## config.mk

```make
export PLATFORM = sky130hd
export DESIGN_NAME = irq_front_end
export DESIGN_NICKNAME = d
export VERILOG_FILES = /design/src/rtl/irq_pkg.sv /design/src/rtl/irq_sync.sv /design/src/rtl/irq_nmi_latch.sv /design/src/rtl/irq_ack_seq.sv /design/src/rtl/irq_front_end.sv
export SDC_FILE = /design/constraint.sdc
export NUM_CORES = 1
export LEC_CHECK = 0
export BUFFER_PORTS_ARGS = -buffer_cell sky130_fd_sc_hd__buf_4
export CAP_MARGIN = 0
export CORE_UTILIZATION = 35
export DETAILED_ROUTE_END_ITERATION = 16
export PLACE_DENSITY = 0.59
export SLEW_MARGIN = 20
export SYNTH_ARGS = -nofsm -noshare
export SYNTH_HDL_FRONTEND = slang
export SYNTH_SLANG_ARGS = --single-unit
```

## constraint.sdc

```tcl
create_clock -name clk -period 1.61 [get_ports clk]
set_clock_uncertainty 0.1 [all_clocks]
set_input_delay 0.2415 -clock clk [delete_from_list [all_inputs] [get_ports clk]]
set_output_delay 0.2415 -clock clk [all_outputs]
set_load 0.02 [all_outputs]
```

## src/rtl/irq_pkg.sv

```systemverilog
package irq_pkg;
  typedef enum logic [1:0] {SEQ_IDLE, SEQ_P1, SEQ_GAP, SEQ_P2} seq_t;

  function automatic logic rise_of(input logic now, input logic prev);
    return now & ~prev;
  endfunction

  function automatic int unsigned cnt_bits(input int unsigned a, input int unsigned b);
    int unsigned m;
    m = (a > b) ? a : b;
    return (m < 2) ? 1 : $clog2(m);
  endfunction
endpackage

```

## src/rtl/irq_sync.sv

```systemverilog
module irq_sync #(
  parameter int W = 2
) (
  input  logic         clk,
  input  logic         rst_n,
  input  logic [W-1:0] d_i,
  output logic [W-1:0] q_o
);
  for (genvar i = 0; i < W; i++) begin : g_bit
    logic s1, s2;
    always_ff @(posedge clk or negedge rst_n) begin
      if (!rst_n) begin
        s1 <= 1'b0;
        s2 <= 1'b0;
      end else begin
        s1 <= d_i[i];
        s2 <= s1;
      end
    end
    assign q_o[i] = s2;
  end
endmodule

```

## src/rtl/irq_nmi_latch.sv

```systemverilog
module irq_nmi_latch (
  input  logic clk,
  input  logic rst_n,
  input  logic lvl_i,
  input  logic clr_i,
  output logic edge_o,
  output logic pend_o
);
  import irq_pkg::*;
  logic prev_q, pend_q;

  assign edge_o = rise_of(lvl_i, prev_q);

  always_ff @(posedge clk or negedge rst_n) begin
    if (!rst_n) begin
      prev_q <= 1'b0;
      pend_q <= 1'b0;
    end else begin
      prev_q <= lvl_i;
      if (edge_o)     pend_q <= 1'b1;
      else if (clr_i) pend_q <= 1'b0;
    end
  end
  assign pend_o = pend_q;
endmodule

```

## src/rtl/irq_ack_seq.sv

```systemverilog
module irq_ack_seq #(
  parameter int PULSE_W = 2,
  parameter int GAP_W   = 1,
  parameter int VEC_W   = 8
) (
  input  logic             clk,
  input  logic             rst_n,
  input  logic             start_i,
  input  logic [VEC_W-1:0] data_i,
  output logic             ack_n_o,
  output logic             idle_o,
  output logic [VEC_W-1:0] vec_o,
  output logic             vec_valid_o
);
  import irq_pkg::*;
  localparam int CW = cnt_bits(PULSE_W, GAP_W);
  localparam logic [CW-1:0] PW_LAST  = CW'(PULSE_W - 1);
  localparam logic [CW-1:0] GAP_LAST = CW'(GAP_W - 1);

  seq_t            st_q;
  logic [CW-1:0]   cnt_q;
  logic [VEC_W-1:0] vec_q;
  logic            vv_q;
  logic            cnt_done;

  assign cnt_done = (cnt_q == '0);

  always_ff @(posedge clk or negedge rst_n) begin
    if (!rst_n) begin
      st_q  <= SEQ_IDLE;
      cnt_q <= '0;
      vec_q <= '0;
      vv_q  <= 1'b0;
    end else begin
      vv_q <= 1'b0;
      unique case (st_q)
        SEQ_IDLE: if (start_i) begin
          st_q  <= SEQ_P1;
          cnt_q <= PW_LAST;
        end
        SEQ_P1: if (cnt_done) begin
          st_q  <= SEQ_GAP;
          cnt_q <= GAP_LAST;
        end else cnt_q <= cnt_q - 1'b1;
        SEQ_GAP: if (cnt_done) begin
          st_q  <= SEQ_P2;
          cnt_q <= PW_LAST;
        end else cnt_q <= cnt_q - 1'b1;
        SEQ_P2: if (cnt_done) begin
          st_q  <= SEQ_IDLE;
          vec_q <= data_i;
          vv_q  <= 1'b1;
        end else cnt_q <= cnt_q - 1'b1;
        default: st_q <= SEQ_IDLE;
      endcase
    end
  end

  assign ack_n_o     = !((st_q == SEQ_P1) || (st_q == SEQ_P2));
  assign idle_o      = (st_q == SEQ_IDLE);
  assign vec_o       = vec_q;
  assign vec_valid_o = vv_q;
endmodule

```

## src/rtl/irq_front_end.sv

```systemverilog
module irq_front_end #(
  parameter int PULSE_W = 2,
  parameter int GAP_W   = 1,
  parameter int VEC_W   = 8
) (
  input  logic             clk,
  input  logic             rst_n,
  input  logic             mreq_i,
  input  logic             nmi_i,
  input  logic             int_en_i,
  input  logic             bus_lock_n_i,
  input  logic             take_i,
  input  logic [VEC_W-1:0] data_i,
  output logic             pend_o,
  output logic             pend_nmi_o,
  output logic             ack_n_o,
  output logic [VEC_W-1:0] vec_o,
  output logic             vec_valid_o
);
  logic [1:0] sync_q;
  logic       mreq_s, nmi_s;
  logic       nmi_edge, nmi_pend_q;
  logic       seq_idle, mask_live, mask_accept, nmi_clear, unlocked;

  irq_sync #(.W(2)) u_sync (
    .clk(clk), .rst_n(rst_n), .d_i({nmi_i, mreq_i}), .q_o(sync_q)
  );
  assign mreq_s = sync_q[0];
  assign nmi_s  = sync_q[1];

  assign unlocked  = bus_lock_n_i;
  assign nmi_clear = take_i & unlocked & nmi_pend_q;

  irq_nmi_latch u_nmi (
    .clk(clk), .rst_n(rst_n), .lvl_i(nmi_s), .clr_i(nmi_clear),
    .edge_o(nmi_edge), .pend_o(nmi_pend_q)
  );

  assign mask_live   = mreq_s & int_en_i & seq_idle;
  assign mask_accept = take_i & unlocked & ~nmi_pend_q & mask_live;

  irq_ack_seq #(.PULSE_W(PULSE_W), .GAP_W(GAP_W), .VEC_W(VEC_W)) u_ack (
    .clk(clk), .rst_n(rst_n), .start_i(mask_accept), .data_i(data_i),
    .ack_n_o(ack_n_o), .idle_o(seq_idle), .vec_o(vec_o), .vec_valid_o(vec_valid_o)
  );

  assign pend_nmi_o = unlocked & nmi_pend_q;
  assign pend_o     = unlocked & (nmi_pend_q | mask_live);
endmodule


```

==> results of run 1 <==
layer usage:
| metal | GRT usage [%] | part of all wire (%) |
|---|---|---|
| met3 | 3.03 | 5.5 |
| met1 | 18.0 | 47 |
| met5 | 0 | 0 |
| met2 | 21.3 | 47 |
| met4 | 7.14 | 0.68 |
cell families (layout without fill, tap and decap cells):
logic type / Yosys count / count (layout)
compound gates: 10 / 10
fa+ha+maj: 4 / 4
buf+inv: 7 / 45
flops: 18 / 18
mux: 9 / 9
simple gates: 10 / 10
cells in the mapped netlist (2+ instances only):
cell type | instances | share of area [%]
nand2_1 | 3 | 1.4
mux2_4 | 8 | 15
dfrtp_1 | 18 | 55
ha_1 | 4 | 6.1
inv_1 | 6 | 2.8
a21oi_1 | 2 | 1.2
power breakdown:
group	internal, uW	leakage, uW	switching [uW]
Clock	137	0.0000210	131
Combinational	671	0.000336	578
Sequential	616	0.000212	115
Total	1420	0.000569	824
state kept, by name, summed over array words and instances, names as in the netlist:
register / flops
u_ack.cnt_q: 1
u_nmi.prev_q: 1
u_sync.g_bit.s2: 2
u_ack.st_q: 2
u_nmi.pend_o: 1
u_ack.vec_valid_o: 1
u_ack.vec_o: 8
u_sync.g_bit.s1: 2
path summary, 6_finish.rpt:
| check | start | slack, ns | depth (start not counted) | endpoint |
|---|---|---|---|---|
| worst max-delay path | u_ack.st_q[0] | -0.02 | 4 | ack_n_o |
| worst min-delay path | data_i[1] | 0.08 | 2 | u_ack.vec_o[1] |
| worst max register to register | u_ack.st_q[0] | 0.04 | 5 | u_ack.vec_o[0] |
| worst min register to register | u_sync.g_bit[1].s1 | 0.26 | 0 | u_sync.g_bit[1].s2 |
| max in group asynchronous | rst_n | 0.96 | 2 | u_nmi.pend_o |
| min in group asynchronous | rst_n | 0.25 | 2 | u_ack.vec_o[1] |
through the flow:
step	TNS (ns)	utilization, %	cell area, sq um	total power (uW)
floorplan	0	-	815	1470
detailed placement	0	46.3	1020	1790
CTS	-0.0953	51.7	1140	2200
finish	-0.0236	52.9	1170	2250
global placement	0	46.3	1020	1770
global route	-0.473	52.9	1170	2410
what timing repair did:
action                                 in CTS  in global routing
cloned                                      0                  0
setup endpoints to repair                   2                 12
setup buffers                               4                  2
hold buffers                                3                  0
pin swaps                                   3                  0
endpoints found under the hold margin      20                  0
gates resized for setup                     8                  2
layout make-up:
type	count	area [sq um]
Timing Repair Buffer	35	270
Sequential cell	18	450
Multi-Input combinational cell	33	357
Tap cell	28	35.0
Clock buffer	4	36.3
Inverter	6	22.5
Fill cell	210	1040
==> flow_summary.toml, run 1 <==
[run_status]
status = "complete, but fails checks"
violations = "setup timing"

[clock_network]
numCtsBuffers = 3
clk_latency_ns = 0.28
cts_htree_levels = 1
cts_tree = "done"
cts.reportedPaths.clkPinSlew_ns = 0.10
clk_root_buffer_cell = "clkbuf_4"
cts_num_sinks = 18
cts_max_path_buffers = 2

[timing]
final_hold_viol_count = 0
setup_ws_ns = -0.0236
rsz0062_at_grt = "true"
worst_pin_slew_ns = 0.239
holdWs_ns = 0.0765
min_period_ns = 1.63
slew_headroom_pct = 84.0
fin_crit_sh_pct = 101
finalSetupViolCount = 1
drv_slew = 0
fmax_mhz = 612

[route]
postRouteAntennaNets = 0
wl_mm = 1.48
drt_first_pass_iters = 3
drt_iter0_markers = 4
drc = 0
routedWlPerCell_um = 11.9
vias = 577
avgViaCountPerCell = 4.65

[floorplanning]
start_util_pct = 36.8
core_sq_mm = 0.00221
die_w_um = 50.2
die-height_um = 50.2
ios = 27
rows = 17
die_area_sq_mm = 0.00252

[placed_design]
dp_cells = 111
pre_cts_ws_ns = 0.00751
place_hpwl_um = 973
io_buffers = 26
gp_routability_congestion = 0.789

[grt]
antenna_found_initial = 0
grt_pass1_vias = 557
grt_pass1_wl_mm = 2.53
grt_max_degree = 19
grt.total_usage_pct = 13.8
gr-total-overflow = 0

[logic_synthesis]
synth_nets = 77
synth_area_sq_um = 815
synthMuxAreaShare_pct = 16.0
synth_edf_count = 0
synth-simple-area-share_pct = 7.37
avgSynthCellArea_sq_um = 14.0
synth_compound_area_share_pct = 9.98
synthCells = 58
synth_seq_area_share_pct = 55.3
async_flop_share_pct = 100
synthXorXnorAreaFrac_pct = 0
synth_top_family_by_area = "multiplexers"
yosys_most_used_dff = "dfrtp_1"
ys_warn_count = 0
netlist-cell-type-count = 23
ys_seq_elements = 18
synth_fa_ha_area_share_pct = 6.14

[setup_path]
cp_data_required_time_ns = 1.27
path_buf_inv = 2
worstPathArrival_ns = 1.29
path_max_fanout = 4
slowest_delay_ns = 0.40
crit_path_end_kind = "primary output"
crit_family = "flip-flops"
startpoint_type = "register"
path_class = "reg -> out"
crit_chain = "buf_4 > ha_2 > nor2_1 > buf_4"
cp_slowest_cell = "dfrtp_1"
cp_common_cell = "buf_4"

[cells_and_area]
layout.cells.non_filler = 124
final_common_cell = "buf_4"
nets = 116
final_cell_mix = "buf_4 (32), dfrtp_1 (18), mux2_4 (8)"
area.growth.synth_to_final_pct = 43.8
diodes = 0
drive_above_1_share_pct = 58.3

[pwr]
p_leak_uw = 0.000569
p_per_area_mw_per_mm2 = 1920
ir_worst_vdd_mv = 1.10

[job]
max-cap-violations = 0

[min_path]
holdCritPathClass = "in -> reg"
Power figures use the tool's default switching activity.
==> run 2, diff against run 1 <==
--- a/config.mk
+++ b/config.mk
@@ -9,7 +9,7 @@
 export CAP_MARGIN = 0
 export CORE_UTILIZATION = 35
 export DETAILED_ROUTE_END_ITERATION = 16
-export PLACE_DENSITY = 0.59
+export PLACE_DENSITY = 0.61
 export SLEW_MARGIN = 20
 export SYNTH_ARGS = -nofsm -noshare
 export SYNTH_HDL_FRONTEND = slang
==> constraint.sdc (replaced) <==
create_clock -name clk -period 1.48 [get_ports clk]
set_clock_uncertainty 0.1 [all_clocks]
set_input_delay 0.222 -clock clk [delete_from_list [all_inputs] [get_ports clk]]
set_output_delay 0.222 -clock clk [all_outputs]
set_load 0.02 [all_outputs]
==> run 2 against run 1 <==
Against the previous run:
- the flow still finishes with violations (setup timing)
- design area rose by 3.6%
- critical path type unchanged
- non-clock buffer count rose by 3
- global-route usage fell by 1.7 points
- largest cell class unchanged
- register-to-register slack got worse by 0.13 ns
- highest routed layer unchanged
- die area did not move
- critical path depth did not move
- final cell count rose by 1.6%
- sequential share of layout area fell by 1.3 points
==> flow_summary.toml, run 2 (synthesis results as in run 1) <==
[run_status]
violations = "setup timing"
status = "complete, but fails checks"

[clock_network]
cts_num_sinks = 18
cts_htree_levels = 1
numCtsBuffers = 3
clk_root_buffer_cell = "clkbuf_4"
clk_latency_ns = 0.29
cts_tree = "done"
cts_max_path_buffers = 2
cts.reportedPaths.clkPinSlew_ns = 0.09

[cells_and_area]
multiInputGateArea_sq_um = 374
nets = 119
final_common_cell = "buf_4"
area.growth.synth_to_final_pct = 49.0
final_cell_mix = "buf_4 (33), dfrtp_1 (18), mux2_4 (8)"
diodes = 0
drive_above_1_share_pct = 62.2
fill_cells = 195
register_area_sq_um = 450
layout.cells.non_filler = 126
largest_reg_flops = 8
stdcell_area_sq_mm = 0.00121

[setup_path]
path_max_fanout = 4
worstPathArrival_ns = 1.31
crit_path_end_kind = "primary output"
cp_common_cell = "buf_4"
slowest_delay_ns = 0.42
crit_chain = "buf_4 > ha_2 > nor2_1 > buf_4"
path_class = "reg -> out"
startpoint_type = "register"
cp_data_required_time_ns = 1.16
cp_slowest_cell = "dfrtp_1"

[timing]
worst_pin_slew_ns = 0.276
min_period_ns = 1.63
drv_slew = 0
rsz0062_at_grt = "true"
fin_crit_sh_pct = 110
finalSetupViolCount = 4
slew_headroom_pct = 81.6
setup_ws_ns = -0.149
final_hold_viol_count = 0
fmax_mhz = 614

[route]
vias = 570
wl_mm = 1.43
avgViaCountPerCell = 4.52
routedWlPerCell_um = 11.4
drt_first_pass_iters = 2
postRouteAntennaNets = 0
drc = 0
drt_iter0_markers = 1

[floorplanning]
die_w_um = 50.2
die_area_sq_mm = 0.00252
ios = 27
die-height_um = 50.2
rows = 17
start_util_pct = 36.8
core_sq_mm = 0.00221

[min_path]
holdCritPathClass = "in -> reg"

[pwr]
power_uw = 2500
ir_worst_vdd_mv = 1.14
p_per_area_mw_per_mm2 = 2060
p_leak_uw = 0.000582

[placed_design]
gp_routability_congestion = 0.726
place_hpwl_um = 993
io_buffers = 26
place_area_sq_mm = 0.00103
dp_cells = 112

[grt]
grt_pass1_wl_mm = 2.20
gr-total-overflow = 0
grt_pass1_vias = 509
grt_max_degree = 19
antenna_found_initial = 0
grt.total_usage_pct = 12.2

[job]
max-cap-violations = 0
==> run 2: changes by cell type in the layout (fill, tap and decap cells not counted) <==
cell and delta:
a21oi_2 -1, a21oi_4 +1, buf_12 +1, buf_4 +1
buf_6 +1, clkbuf_8 -1, ha_1 -1, ha_2 +1
inv_1 -1, inv_2 +1, o32ai_1 -1, o32ai_2 +1
==> run 2: critical path, delay by kind of cell, from the launching register on <==
kind / cells / cell delay [ns]
and+or+nand+nor: 1 / 0.10
adders and majority gates: 1 / 0.21
buffers and inverters: 2 / 0.29
DFF: 1 / 0.42
==> run 2: repair_timing <==
item,CTS,global route
buffers inserted,5,4
cloned,0,0
hold buffers,3,0
pin swaps,4,5
gates resized for setup,7,7
endpoints found under the setup margin,12,13
hold endpoints to repair,20,0
==> run 2: final cells by class <==
class	instances	area share, %
sequential	18	37.1
multi-input combinational	33	30.8
timing repair buffer	38	25.5
tap	28	2.89
clock buffer	3	1.86
inverter	6	1.86
==> run 2: power by group <==
part           leakage, uW  internal, uW  switching [uW]
sequential        0.000212           670             144
clock            0.0000138          94.5             132
combinational     0.000356           817             641
total             0.000582          1580             917
==> run 2: per-layer routing <==
layer / routed length [um] / GRT usage, % / vias to the layer above
li1: - / - / 282
met1: 645 / 15.7 / 264
met2: 699 / 18.4 / 20
met3: 61 / 1.82 / 4
met4: 25 / 8.57 / 0
met5: 0 / 0 / -
==> run 2: final timing paths <==
check	slack [ns]	cells past startpoint	endpoint	start
hold / removal	0.06	2	u_ack.vec_o[2]	data_i[2]
hold reg to reg	0.26	0	u_sync.g_bit[0].s2	u_sync.g_bit[0].s1
min in group asynchronous	0.23	2	u_sync.g_bit[1].s2	rst_n
max in group asynchronous	0.85	2	u_ack.cnt_q	rst_n
setup / recovery	-0.15	4	ack_n_o	u_ack.st_q[0]
setup reg to reg	-0.09	6	u_ack.st_q[1]	u_ack.st_q[0]
==> run 2: through the flow <==
step | worst slack (ns) | TNS [ns] | util [%] | hold slack (ns)
after floorplan | 0.0549 | 0 | - | -0.174
after global placement | -0.0202 | -0.137 | 46.7 | -0.00253
after detailed placement | -0.0646 | -0.497 | 46.7 | -0.000119
after CTS | -0.147 | -0.456 | 52.3 | 0.0555
after global routing | -0.232 | -1.17 | 54.9 | 0.0418
final | -0.149 | -0.406 | 54.9 | 0.0593
